## src/rtl/xbs_pkg.sv

```systemverilog
package xbs_pkg;

    localparam int XADDR_W = 24;
    localparam int LANE_W  = 8;
    localparam int WORD_W  = 2 * LANE_W;

    typedef logic [XADDR_W-1:0] xaddr_t;
    typedef logic [WORD_W-1:0]  word_t;
    typedef logic [LANE_W-1:0]  lane_byte_t;

    // State of the cycle that is currently open on the bus
    typedef struct packed {
        logic   act;       // a cycle has started and not yet ended
        logic   wide_req;  // master asked for 16 bits at cycle start
        xaddr_t addr;      // full captured address
    } xcyc_t;

    // Everything the slave puts onto the two lane groups
    typedef struct packed {
        lane_byte_t dout;
        logic       dout_oe;
        lane_byte_t din;
        logic       din_oe;
    } lane_t;

    function automatic logic in_window(input xaddr_t a, input xaddr_t base,
                                       input logic [XADDR_W:0] size);
        logic [XADDR_W:0] off;
        off = {1'b0, a} - {1'b0, base};
        return (!off[XADDR_W]) && (off < size);
    endfunction

    function automatic lane_byte_t pick_byte(input word_t w, input logic hi);
        return hi ? w[WORD_W-1:LANE_W] : w[LANE_W-1:0];
    endfunction

endpackage

```

## src/rtl/xbs_capture.sv

```systemverilog
module xbs_capture
    import xbs_pkg::*;
#(
    parameter xaddr_t BASE       = 24'h3A_0100,
    parameter int     DEPTH      = 64,
    parameter bit     WIDE_EN    = 1'b1,
    parameter int     RST_STATES = 3
) (
    input  logic                clk,
    input  logic                rst,
    input  logic                sync,
    input  logic                bus_rst_n,
    input  lane_byte_t          ext_byte,
    input  logic [15:0]         addr_lo,
    input  logic                wide_req_n,
    output xcyc_t               cyc,
    output logic                hit,
    output logic                wide,
    output logic                abort
);
    localparam int LCW = (RST_STATES > 1) ? $clog2(RST_STATES) : 1;
    localparam logic [XADDR_W:0] SIZE = (XADDR_W+1)'(2 * DEPTH);

    logic [LCW-1:0] low_run;

    // Bus reset filter: a cycle is ended only by a long enough low run
    assign abort = !bus_rst_n && (low_run == LCW'(RST_STATES - 1));

    always_ff @(posedge clk) begin
        if (rst) begin
            low_run <= '0;
        end else if (bus_rst_n) begin
            low_run <= '0;
        end else if (!abort) begin
            low_run <= low_run + 1'b1;
        end
    end

    always_ff @(posedge clk) begin
        if (rst) begin
            cyc <= '0;
        end else if (abort) begin
            cyc.act <= 1'b0;
        end else if (sync) begin
            cyc.act      <= 1'b1;
            cyc.wide_req <= !wide_req_n;
            cyc.addr     <= {ext_byte, addr_lo};
        end
    end

    assign hit  = cyc.act && in_window(cyc.addr, BASE, SIZE);

    generate
        if (WIDE_EN) begin : g_wide
            assign wide = hit && cyc.wide_req;
        end else begin : g_narrow
            assign wide = 1'b0;
        end
    endgenerate

    // the captured address is the multiplexed byte joined with the low lines
    p_ext_latch_r2: assert property (@(posedge clk) disable iff (rst)
        (sync && !abort) |=> (cyc.addr == {$past(ext_byte), $past(addr_lo)}));

    // a completed low run leaves no open cycle
    p_abort_idle_r11: assert property (@(posedge clk) disable iff (rst)
        abort |=> !cyc.act);

endmodule

```

## src/rtl/xbs_wait.sv

```systemverilog
module xbs_wait #(
    parameter int WAITS = 2
) (
    input  logic clk,
    input  logic rst,
    input  logic load,
    input  logic abort,
    input  logic active,
    output logic rdy
);
    generate
        if (WAITS == 0) begin : g_nowait
            assign rdy = 1'b1;
        end else begin : g_count
            localparam int CW = $clog2(WAITS + 1);
            logic [CW-1:0] left;

            always_ff @(posedge clk) begin
                if (rst || abort) begin
                    left <= '0;
                end else if (load) begin
                    left <= CW'(WAITS);
                end else if (left != '0) begin
                    left <= left - 1'b1;
                end
            end

            assign rdy = !(active && (left != '0));

            // each clock of an unfinished wait burns exactly one state
            p_wait_step_r10: assert property (@(posedge clk) disable iff (rst)
                (left != '0 && !load && !abort) |=> (left == $past(left) - 1'b1));
        end
    endgenerate
endmodule

```

## src/rtl/xbs_store.sv

```systemverilog
module xbs_store
    import xbs_pkg::*;
#(
    parameter int DEPTH = 64,
    localparam int IDXW = (DEPTH > 1) ? $clog2(DEPTH) : 1
) (
    input  logic            clk,
    input  logic [1:0]      we,
    input  logic [IDXW-1:0] idx,
    input  word_t           wdata,
    output word_t           rdata
);
    generate
        for (genvar g = 0; g < 2; g++) begin : g_bank
            lane_byte_t bank [DEPTH];

            always_ff @(posedge clk) begin
                if (we[g]) begin
                    bank[idx] <= wdata[g*LANE_W +: LANE_W];
                end
            end

            assign rdata[g*LANE_W +: LANE_W] = bank[idx];
        end
    endgenerate
endmodule

```

## src/rtl/xbs_lanes.sv

```systemverilog
module xbs_lanes
    import xbs_pkg::*;
(
    input  logic  rd_go,
    input  logic  wide,
    input  logic  hi_sel,
    input  word_t rdata,
    output lane_t lane
);
    always_comb begin
        lane         = '0;
        lane.din_oe  = rd_go;
        lane.dout_oe = rd_go && wide;
        if (rd_go) begin
            if (wide) begin
                lane.dout = rdata[LANE_W-1:0];
                lane.din  = rdata[WORD_W-1:LANE_W];
            end else begin
                lane.din  = pick_byte(rdata, hi_sel);
            end
        end
    end
endmodule

```

## src/rtl/xbus_mem_slave.sv

```systemverilog
module xbus_mem_slave
    import xbs_pkg::*;
#(
    parameter logic [23:0] BASE       = 24'h3A_0100,
    parameter int          DEPTH      = 64,
    parameter bit          WIDE_EN    = 1'b1,
    parameter int          WAITS      = 2,
    parameter int          RST_STATES = 3
) (
    input  logic        clk,
    input  logic        rst,
    input  logic        bus_rst_n,
    input  logic        sync,
    input  logic        sts_out,
    input  logic        sts_wide_n,
    input  logic        rd_en,
    input  logic        wr_n,
    input  logic [15:0] addr_lo,
    input  logic [7:0]  dout_in,
    input  logic [7:0]  din_in,
    output logic [7:0]  dout_drv,
    output logic        dout_oe,
    output logic [7:0]  din_drv,
    output logic        din_oe,
    output logic        ack_wide_n,
    output logic        rdy
);
    localparam int IDXW = (DEPTH > 1) ? $clog2(DEPTH) : 1;

    xcyc_t           cyc;
    logic            hit;
    logic            wide;
    logic            abort;
    logic            rd_go;
    logic            wr_go;
    logic [1:0]      we;
    xaddr_t          off;
    logic [IDXW-1:0] idx;
    word_t           wdata;
    word_t           rdata;
    lane_t           lane;

    xbs_capture #(
        .BASE(BASE), .DEPTH(DEPTH), .WIDE_EN(WIDE_EN), .RST_STATES(RST_STATES)
    ) u_cap (
        .clk(clk), .rst(rst), .sync(sync), .bus_rst_n(bus_rst_n),
        .ext_byte(dout_in), .addr_lo(addr_lo), .wide_req_n(sts_wide_n),
        .cyc(cyc), .hit(hit), .wide(wide), .abort(abort)
    );

    xbs_wait #(.WAITS(WAITS)) u_wait (
        .clk(clk), .rst(rst), .load(sync), .abort(abort),
        .active(hit), .rdy(rdy)
    );

    assign off   = cyc.addr - BASE;
    assign idx   = off[IDXW:1];
    assign rd_go = hit && rd_en && rdy;
    assign wr_go = hit && !wr_n && !sts_out && rdy;
    assign we[0] = wr_go && (wide || !cyc.addr[0]);
    assign we[1] = wr_go && (wide || cyc.addr[0]);
    // Narrow writes only ever see the outbound lanes; copy them to both halves
    assign wdata = wide ? {din_in, dout_in} : {dout_in, dout_in};

    xbs_store #(.DEPTH(DEPTH)) u_mem (
        .clk(clk), .we(we), .idx(idx), .wdata(wdata), .rdata(rdata)
    );

    xbs_lanes u_lanes (
        .rd_go(rd_go), .wide(wide), .hi_sel(cyc.addr[0]),
        .rdata(rdata), .lane(lane)
    );

    assign dout_drv   = lane.dout;
    assign dout_oe    = lane.dout_oe;
    assign din_drv    = lane.din;
    assign din_oe     = lane.din_oe;
    assign ack_wide_n = !wide;

    // the outbound lanes are only driven during an enabled read
    p_dout_after_rd_r7: assert property (@(posedge clk) disable iff (rst)
        dout_oe |-> rd_en);

    // an open cycle that missed the window leaves every bus output quiet
    p_quiet_on_miss_r3: assert property (@(posedge clk) disable iff (rst)
        (cyc.act && !hit) |-> (!din_oe && !dout_oe && ack_wide_n && rdy));

    // output-status cycles never reach the storage
    p_io_write_blocked_r9: assert property (@(posedge clk) disable iff (rst)
        sts_out |-> (we == 2'b00));

    // no acknowledge follows a cycle start without a width request
    p_ack_needs_req_r4: assert property (@(posedge clk) disable iff (rst)
        (sync && sts_wide_n && bus_rst_n) |=> ack_wide_n);

endmodule

```

## config.mk

```make
export PLATFORM = sky130hd
export DESIGN_NAME = xbus_mem_slave
export DESIGN_NICKNAME = d
export VERILOG_FILES = /design/src/rtl/xbs_pkg.sv /design/src/rtl/xbs_capture.sv /design/src/rtl/xbs_wait.sv /design/src/rtl/xbs_store.sv /design/src/rtl/xbs_lanes.sv /design/src/rtl/xbus_mem_slave.sv
export SDC_FILE = /design/constraint.sdc
export NUM_CORES = 1
export LEC_CHECK = 0
export ABC_CLOCK_PERIOD_IN_PS = 4200
export BUFFER_PORTS_ARGS = -buffer_cell sky130_fd_sc_hd__buf_2
export CAP_MARGIN = 20
export CORE_MARGIN = 4
export CORE_UTILIZATION = 30
export CTS_CLUSTER_SIZE = 24
export DETAILED_ROUTE_END_ITERATION = 8
export PLACE_DENSITY = 0.45
export REMOVE_ABC_BUFFERS = 1
export SYNTH_ARGS = -nofsm -noshare
export SYNTH_HDL_FRONTEND = slang
export SYNTH_SLANG_ARGS = --single-unit
```

## constraint.sdc

```tcl
create_clock -name clk -period 4.2 [get_ports clk]
set_input_delay 0.21 -clock clk [delete_from_list [all_inputs] [get_ports clk]]
set_output_delay 0.21 -clock clk [all_outputs]
set_load 0.01 [all_outputs]
```

==> reports/metrics.yaml, run 1 <==
route:
  dr.pass1.iters: 5
  drc: 0
  routed_wl_um: 117500
  viasPerCell: 5.142
  dr_total_vias: 22570
  wl_per_cell_um: 26.78
  ant_nets: 0
  drtIter0Drc: 2107
clocking:
  clkLatencyLatePin_ps: 710
  cts_made_buffers: 109
  clock_path_buffers: 3
  path_clk_slew_ps: 60
  cts_tree: "done"
  cts_root_buf: "clkbuf_16"
  h-tree-depth: 3
  clock_sinks: 1060
setup_path:
  required_ps: 3990
  crit_fanout: 21
  crit_path_max_incr_delay_ps: 730
  criticalPathCategory: "reg2out"
  crit_arrival_ps: 3930
  cp_cell_sequence: "buf_4 -> mux4_2 -> o21ai_0 -> o21ai_0 -> o22ai_2 -> nor2_1 -> buf_4 -> buf_2"
  critPathCaptureType: "output pin"
  slowest_stage: "dfxtp_2"
  cp_num_buf_inv: 3
  cp-start-kind: "register"
  crit_family: "compound AO/OA/AOI/OAI gates"
final_layout:
  final_common_cell: "edfxtp_1"
  layout-drive-gt1-share_pct: 26.38
  post-route-util_pct: 35.84
  nNetsFinal: 2546
  mostFrequentLayoutCells: "1024 x edfxtp_1, 189 x buf_4, 186 x mux4_2, 146 x mux2i_1, 128 x nor3_1"
  area_growth_pct: 18.46
floorplanning:
  core_area_mm2: 0.1378
  die_h_um: 380.8
  io_pins: 60
  rows: 136
  dieArea_mm2: 0.1450
  initial_core_util_pct: 30.25
  die_w_um: 380.8
sta:
  finalHoldViolCount: 0
  final.min_clock_period_ps: 4143
  worstMarginPinSlew_ps: 1063
  fin_tns_setup_ps: 0
  setup_slack_ps: 56.93
  fin_worst_skew_ps: 28.49
  timing.fmax_ghz: 0.2414
  rsz0062_at_grt: "false"
  slew_viol_final: 0
  max-slew-margin-rel_pct: 28.85
  setup_viol: 0
  fin_crit_sh_pct: 98.64
global_route:
  overflow: 0
  antenna_found_initial: 7
  track_usage_pct: 15.96
  grt_pass1_vias: 22990
  grt_max_degree: 69
  grt_pass1_wl_um: 168700
yosys:
  synthXorXnorAreaFrac_pct: 0.02100
  synth_compound_area_share_pct: 3.955
  synth_cells: 2222
  yosysWarnings: 0
  ys_ff_latch: 1060
  yosysSeqAreaShare_pct: 75.47
  synth_simple_gate_area_share_pct: 4.981
  synth_top_family_by_area: "multiplexers"
  synth_edf_count: 1024
  avgSynthCellArea_um2: 18.77
  synth_area_mm2: 0.04170
  muxShareOfSynthArea_pct: 13.88
  ys.flop_type: "edfxtp_1"
  ys_async_sr_fraction_pct: 0
  synthAdderAreaFrac_pct: 0.06001
  ys_types: 58
pwr:
  total_power_uw: 22340
  leakagePower_uw: 0.01526
  ir_drop_v: 0.0003329
  power.density_mw_per_mm2: 452.4
status:
  status: "finished clean"
place:
  dp_slack_ps: 351.8
  routabilityCongestion: 0.8092
  place_hpwl_um: 76040
  io_buffers: 59
worst_hold_path:
  min_path_type: "in2reg"
run:
  drv_cap: 0
## routing by layer
| layer | track usage, % | vias to the layer above | routed length [um] |
|---|---|---|---|
| met5 | 0 | - | 11 |
| met4 | 4.584 | 2 | 2560 |
| met3 | 2.327 | 159 | 6882 |
| met2 | 25.44 | 743 | 55360 |
| met1 | 22.79 | 11970 | 52680 |
| li1 | - | 9687 | - |
## worst reg2reg max path, delay by kind of cell, from the launching register on
kind,cells,cell delay [ps]
AO/OA/AOI/OAI,2,540
adder cells (fa/ha/maj),1,190
buffers and inverters,3,890
flip-flops,1,370
multiplexers,1,240
AND/OR/NAND/NOR,3,780
## path summary, 6_finish.rpt
| path | start | endpoint | slack, ps | depth (start not counted) |
|---|---|---|---|---|
| setup reg to reg | u_cap.cyc[8] | u_mem.g_bank[1].bank[27][3] | 820 | 10 |
| setup / recovery | register | dout_drv[6] | 60 | 8 |
| hold reg to reg | u_cap.cyc[12] | u_cap.cyc[12] | 470 | 2 |
| hold / removal | dout_in[0] | u_cap.cyc[16] | 180 | 4 |
## per-stage QoR
stage / instances / hold slack [ps] / area [um2]
5_1_grt: 4387 / 201.2 / 49390
3_3_place_gp: 4115 / 403.8 / 45180
4_1_cts: 4381 / 150.8 / 49320
3_5_place_dp: 4152 / 405.5 / 45520
2_1_floorplan: 2078 / 279.1 / 41050
6_report: 4388 / 181.4 / 49390
## final cells by class
class,instances,area [um2]
fillers,12880,88440
clock inverters,71,616.8
flip-flops and latches,1060,31480
diodes,1,2.502
inverters,8,30.03
well taps,1794,2245
repair buffers,315,2494
clock buffers,129,2845
multi-input cells,1010,9681
## synthesized netlist by cell type, types with 8 or more instances
library cell  instances  share of area (%)
edfxtp_1           1024                 74
mux2i_1             146                3.5
nor2_1               54               0.49
clkbuf_1             73               0.66
nand3_1              52               0.62
mux4_2              186                 10
buf_2                41               0.49
a211oi_1              9               0.16
nand4_1               9               0.14
a21oi_1              36               0.43
o211ai_1              9               0.16
mux2_2               12               0.32
dfxtp_1              36                1.7
a22oi_1              98                1.8
o32ai_1               8               0.17
o21ai_0              21               0.25
nand2_1             104               0.94
nor3_1              146                1.8
buf_1                14               0.13
buf_4                16               0.29
o22ai_1              22               0.33
nor2b_1              22               0.33
## flip-flops by register name, summed over array words and instances, names as in the netlist, named ones only
register / count
u_cap.cyc: 26
u_wait.g_count.left: 2
u_cap.low_run: 2
u_mem.g_bank.bank: 1024
## kinds of logic after synthesis
kind of cell | Yosys count
AOI/OAI and AO/OA | 235
xor gates and xnor gates | 1
adders and majority gates | 2
buffers and inverters | 152
DFF | 1060
muxes | 344
and+or+nand+nor | 428
## where the power goes
group / internal [uW] / switching (uW)
logic: 445 / 797
clock network: 5430 / 4030
registers: 11600 / 46.0
## what timing repair did
action                                  in CTS  in global routing
endpoints found under the setup margin      15                  3
endpoints found under the hold margin       72                  0
hold buffers                                25                  0
gates resized for setup                      3                  4
setup buffers                                4                  0
No activity file was read; power rests on OpenSTA's default activity.
==> run 2: changes to the inputs <==
- ABC_CLOCK_PERIOD_IN_PS: 4200 -> 5300
- CORE_MARGIN: 4 -> 1.5
- clock period: 4.2 -> 5.3 ns (I/O delays scaled with it)
==> reports/metrics.yaml, run 2 (synthesized netlist as in run 1, its figures left out) <==
status:
  status: "finished clean"
place:
  dp_cells: 4103
  io_buffers: 59
  place_hpwl_um: 76640
  routabilityCongestion: 0.8265
setup_path:
  crit_top_cell: "buf_4"
  crit_arrival_ps: 4800
  cp_cell_sequence: "buf_4 -> buf_4 -> mux2i_1 -> a22oi_1 -> nand3_1 -> nor2_1 -> nor3_1 -> o32ai_1 -> buf_2"
  critPathCaptureType: "output pin"
  crit_fanout: 48
  crit_family: "buffers and inverters"
  required_ps: 5040
  crit_path_max_incr_delay_ps: 940
  cp_num_buf_inv: 3
  slowest_stage: "o32ai_1"
  criticalPathCategory: "reg2out"
  cp-start-kind: "register"
final_layout:
  area_growth_pct: 17.51
  regArea_mm2: 0.03148
  post-route-util_pct: 35.60
  fin_cells: 4331
  nFillCells: 12750
  layout-drive-gt1-share_pct: 25.38
  largest_register: "u_mem.g_bank.bank"
  largest_register_ffs: 1024
  multi_input_area_mm2: 0.009767
  final_common_cell: "edfxtp_1"
  mostFrequentLayoutCells: "1024 x edfxtp_1, 186 x mux4_2, 146 x mux2i_1, 136 x buf_4"
  n_antenna_cell: 0
  nNetsFinal: 2490
  top_regs: "u_mem.g_bank.bank (1024), u_cap.cyc (26)"
global_route:
  antenna_found_initial: 4
  grt_pass1_wl_um: 169300
  grt_pass1_vias: 22690
  grt_max_degree: 87
  track_usage_pct: 16.74
  overflow: 0
route:
  drc: 0
  routed_wl_um: 118500
  wl_per_cell_um: 27.36
  drtIter0Drc: 1993
  ant_nets: 0
  dr_total_vias: 22270
  viasPerCell: 5.142
  dr.pass1.iters: 5
sta:
  final.min_clock_period_ps: 5062
  finalHoldViolCount: 0
  timing.fmax_ghz: 0.1976
  setup_viol: 0
  fin_crit_sh_pct: 95.50
  fin_worst_skew_ps: 27.94
  slew_viol_final: 0
  fin_tns_setup_ps: 0
  worstMarginPinSlew_ps: 1105
  max-slew-margin-rel_pct: 25.94
  rsz0062_at_grt: "false"
  whs_ps: 38.19
clocking:
  h-tree-depth: 3
  path_clk_slew_ps: 60
  cts_tree: "done"
  clock_sinks: 1060
  cts_made_buffers: 107
  clock_path_buffers: 3
  cts_root_buf: "clkbuf_16"
  clkLatencyLatePin_ps: 700
floorplanning:
  io_pins: 60
  core_area_mm2: 0.1377
  rows: 136
  dieArea_mm2: 0.1412
  die_h_um: 375.8
  initial_core_util_pct: 30.29
  die_w_um: 375.8
run:
  drv_cap: 0
worst_hold_path:
  min_path_type: "in2reg"
pwr:
  leakagePower_uw: 0.01496
  ir_drop_v: 0.0002399
  power.density_mw_per_mm2: 363.5
==> run 2: worst paths after layout <==
path | startpoint | endpoint | slack, ps | depth (start not counted)
worst min-delay path | din_in[7] | u_mem.g_bank[1].bank[37][7] | 40 | 2
worst max register to register | u_cap.cyc[8] | u_mem.g_bank[1].bank[57][5] | 1690 | 9
worst max-delay path | register | din_drv[5] | 240 | 9
worst min register to register | u_cap.cyc[7] | u_cap.cyc[7] | 460 | 2
==> run 2: layout make-up <==
| type | instances | area share [%] |
|---|---|---|
| Clock inverter | 61 | 1.289 |
| Tap cell | 1794 | 4.581 |
| Clock buffer | 137 | 5.883 |
| Sequential cell | 1060 | 64.24 |
| Inverter | 8 | 0.06128 |
| Timing Repair Buffer | 261 | 4.009 |
| Multi-Input combinational cell | 1010 | 19.93 |
==> run 2: report_power, final <==
group          internal, uW  switching (uW)
logic                   327             611
registers              9190            47.0
clock network          4460            3180
==> run 2: worst reg2reg max path: cells and delay by family, from the launching register on <==
kind	cells	cell delay, ps
and+or+nand+nor	3	810
muxes	1	690
AOI/OAI and AO/OA	2	670
buffers and inverters	2	590
DFF	1	370
adders and majority gates	1	180
==> run 2: stage by stage <==
step	setup WS, ps	power, uW	area [um2]
4_1_cts	147.2	17990	48900
6_report	238.3	17810	49000
2_1_floorplan	-7995	10060	41050
3_5_place_dp	893.7	10350	45170
5_1_grt	8.562	18340	49000
3_3_place_gp	690.2	10340	44870
==> run 2: routing by layer <==
metal | wire [um] | vias up | track usage [%]
met4 | 2856 | 2 | 4.996
met5 | 7 | - | 0
li1 | - | 9576 | -
met1 | 53280 | 11770 | 23.70
met2 | 54710 | 761 | 26.06
met3 | 7645 | 159 | 3.234
==> run 2: what timing repair did <==
| action | 4_1_cts | 5_1_grt |
|---|---|---|
| hold buffers | 21 | 0 |
| endpoints found under the setup margin | 0 | 2 |
| endpoints found under the hold margin | 40 | 0 |
| buffers inserted | 0 | 0 |
| resized for setup | 0 | 2 |
==> run 3: changes to the inputs <==
- BUFFER_PORTS_ARGS: -buffer_cell sky130_fd_sc_hd__buf_2 -> unset
- CELL_PAD_IN_SITES_DETAIL_PLACEMENT: unset -> 0
- CELL_PAD_IN_SITES_GLOBAL_PLACEMENT: unset -> 1
- DONT_BUFFER_PORTS: unset -> 1
- PLACE_DENSITY: 0.45 -> 0.49
==> reports/metrics.yaml, run 3 (synthesized netlist as in run 1, its figures left out) <==
setup_path:
  crit_fanout: 45
  critPathCaptureType: "output pin"
  crit_top_cell: "buf_4"
  required_ps: 5040
  cp-start-kind: "register"
  criticalPathCategory: "reg2out"
  slowest_stage: "dfxtp_4"
  crit_arrival_ps: 4600
  cp_cell_sequence: "buf_4 -> buf_4 -> mux4_2 -> o211ai_1 -> nor2_1 -> a211oi_1 -> o32ai_1"
  crit_path_max_incr_delay_ps: 1020
floorplanning:
  core_area_mm2: 0.1377
  die_w_um: 375.8
  dieArea_mm2: 0.1412
  die_h_um: 375.8
  io_pins: 60
  rows: 136
  initial_core_util_pct: 30.29
global_route:
  overflow: 0
  grt_max_degree: 66
  track_usage_pct: 16.86
  grt_pass1_wl_um: 169400
  antenna_found_initial: 13
  grt_pass1_vias: 22540
clocking:
  cts_root_buf: "clkbuf_16"
  clkLatencyLatePin_ps: 710
  cts_made_buffers: 110
  clock_sinks: 1060
  cts_tree: "done"
  h-tree-depth: 3
  clock_path_buffers: 3
  path_clk_slew_ps: 60
sta:
  finalHoldViolCount: 0
  timing.fmax_ghz: 0.2057
  fin_crit_sh_pct: 91.72
  rsz0062_at_grt: "false"
  worstMarginPinSlew_ps: 1072
  slew_viol_final: 0
  setup_viol: 0
  max-slew-margin-rel_pct: 28.30
  fin_worst_skew_ps: 20.87
  final.min_clock_period_ps: 4861
status:
  status: "finished clean"
route:
  ant_nets: 0
  wl_per_cell_um: 27.74
  viasPerCell: 5.067
  drc: 0
  dr_total_vias: 21860
  routed_wl_um: 119700
  drtIter0Drc: 2073
  dr.pass1.iters: 5
pwr:
  leakagePower_uw: 0.01482
  total_power_uw: 17660
  ir_drop_v: 0.0002454
  power.density_mw_per_mm2: 361.8
place:
  place_hpwl_um: 75480
  io_buffers: 0
  routabilityCongestion: 0.7935
final_layout:
  top_regs: "u_mem.g_bank.bank (1024), u_cap.cyc (26)"
  post-route-util_pct: 35.46
  largest_register_ffs: 1024
  nFillCells: 12730
  area_growth_pct: 17.06
  layout-drive-gt1-share_pct: 22.46
  nNetsFinal: 2461
  mostFrequentLayoutCells: "1024 x edfxtp_1, 186 x mux4_2, 163 x buf_4, 146 x mux2i_1, 140 x nor3_1"
  largest_register: "u_mem.g_bank.bank"
  final_common_cell: "edfxtp_1"
worst_hold_path:
  min_path_type: "in2reg"
run:
  drv_cap: 0
[run 3: cell count changes in the layout (fill, tap and decap cells not counted), moves of 5 or more]
cell and delta:
buf_2 -67, nor3_1 +31, nor3_2 -31, buf_4 +27, dlygate4sd3_1 +15, buf_16 +8
diode_2 +8, clkbuf_1 +7, buf_12 -6, clkinv_2 +6, clkbuf_4 -5, clkbuf_8 -5
[run 3: layout make-up]
class / instances / area (um2) / share of cell area [%]
flip-flops and latches: 1060 / 31480 / 64.50
multi-input cells: 1010 / 9592 / 19.65
clock buffers: 142 / 2915 / 5.973
well taps: 1794 / 2245 / 4.599
repair buffers: 229 / 1986 / 4.068
clock inverters: 62 / 541.8 / 1.110
inverters: 8 / 30.03 / 0.06152
diodes: 8 / 20.02 / 0.04101
[run 3: per-layer routing]
layer  global-route usage, %  part of all wire [%]  vias to the layer above
met5                       0                 0.022                        -
met4                   5.187                   2.6                        4
met3                   3.687                   6.2                      176
met2                   27.04                    47                      597
met1                   22.83                    44                    11540
li1                        -                     -                     9539
[run 3: what timing repair did]
item                                   CTS  global route
endpoints found under the hold margin  548             0
hold buffers                            44             0
buffers inserted                         0             0
gates resized for setup                  0             0
[run 3: critical path: cells and delay by family, from the launching register on]
kind / cells / cell delay, ps
AO/OA/AOI/OAI: 3 / 1410
buffers and inverters: 2 / 750
flip-flops: 1 / 1020
multiplexers: 1 / 520
AND/OR/NAND/NOR: 1 / 150
[run 3: worst paths after layout]
| check | from | to | slack [ps] | cells past startpoint |
|---|---|---|---|---|
| min | sts_out | u_mem.g_bank[0].bank[39][6] | 180 | 4 |
| min reg2reg | u_cap.cyc[7] | u_cap.cyc[7] | 460 | 2 |
| max | register | din_drv[1] | 440 | 7 |
| max reg2reg | u_cap.cyc[8] | u_mem.g_bank[1].bank[18][7] | 1540 | 9 |
[run 3: through the flow]
stage                     std cells  hold WS [ps]  setup TNS (ps)  area, um2  setup WS [ps]
after CTS                      4293         117.7               0      48720          263.7
after detailed placement       4045         339.5               0      44680           1037
after global placement         4027         338.1               0      44550           1004
after floorplan                2078         334.1        -3247350      41050          -7995
after global routing           4306         172.9               0      48790          312.9
final                          4313         179.1               0      48810          438.8
[run 3: power by group]
part | leakage, uW | internal, uW | switching (uW)
sequential | 0.00950 | 9190 | 54.2
combinational | 0.00364 | 326 | 605
clock | 0.00168 | 4300 | 3180
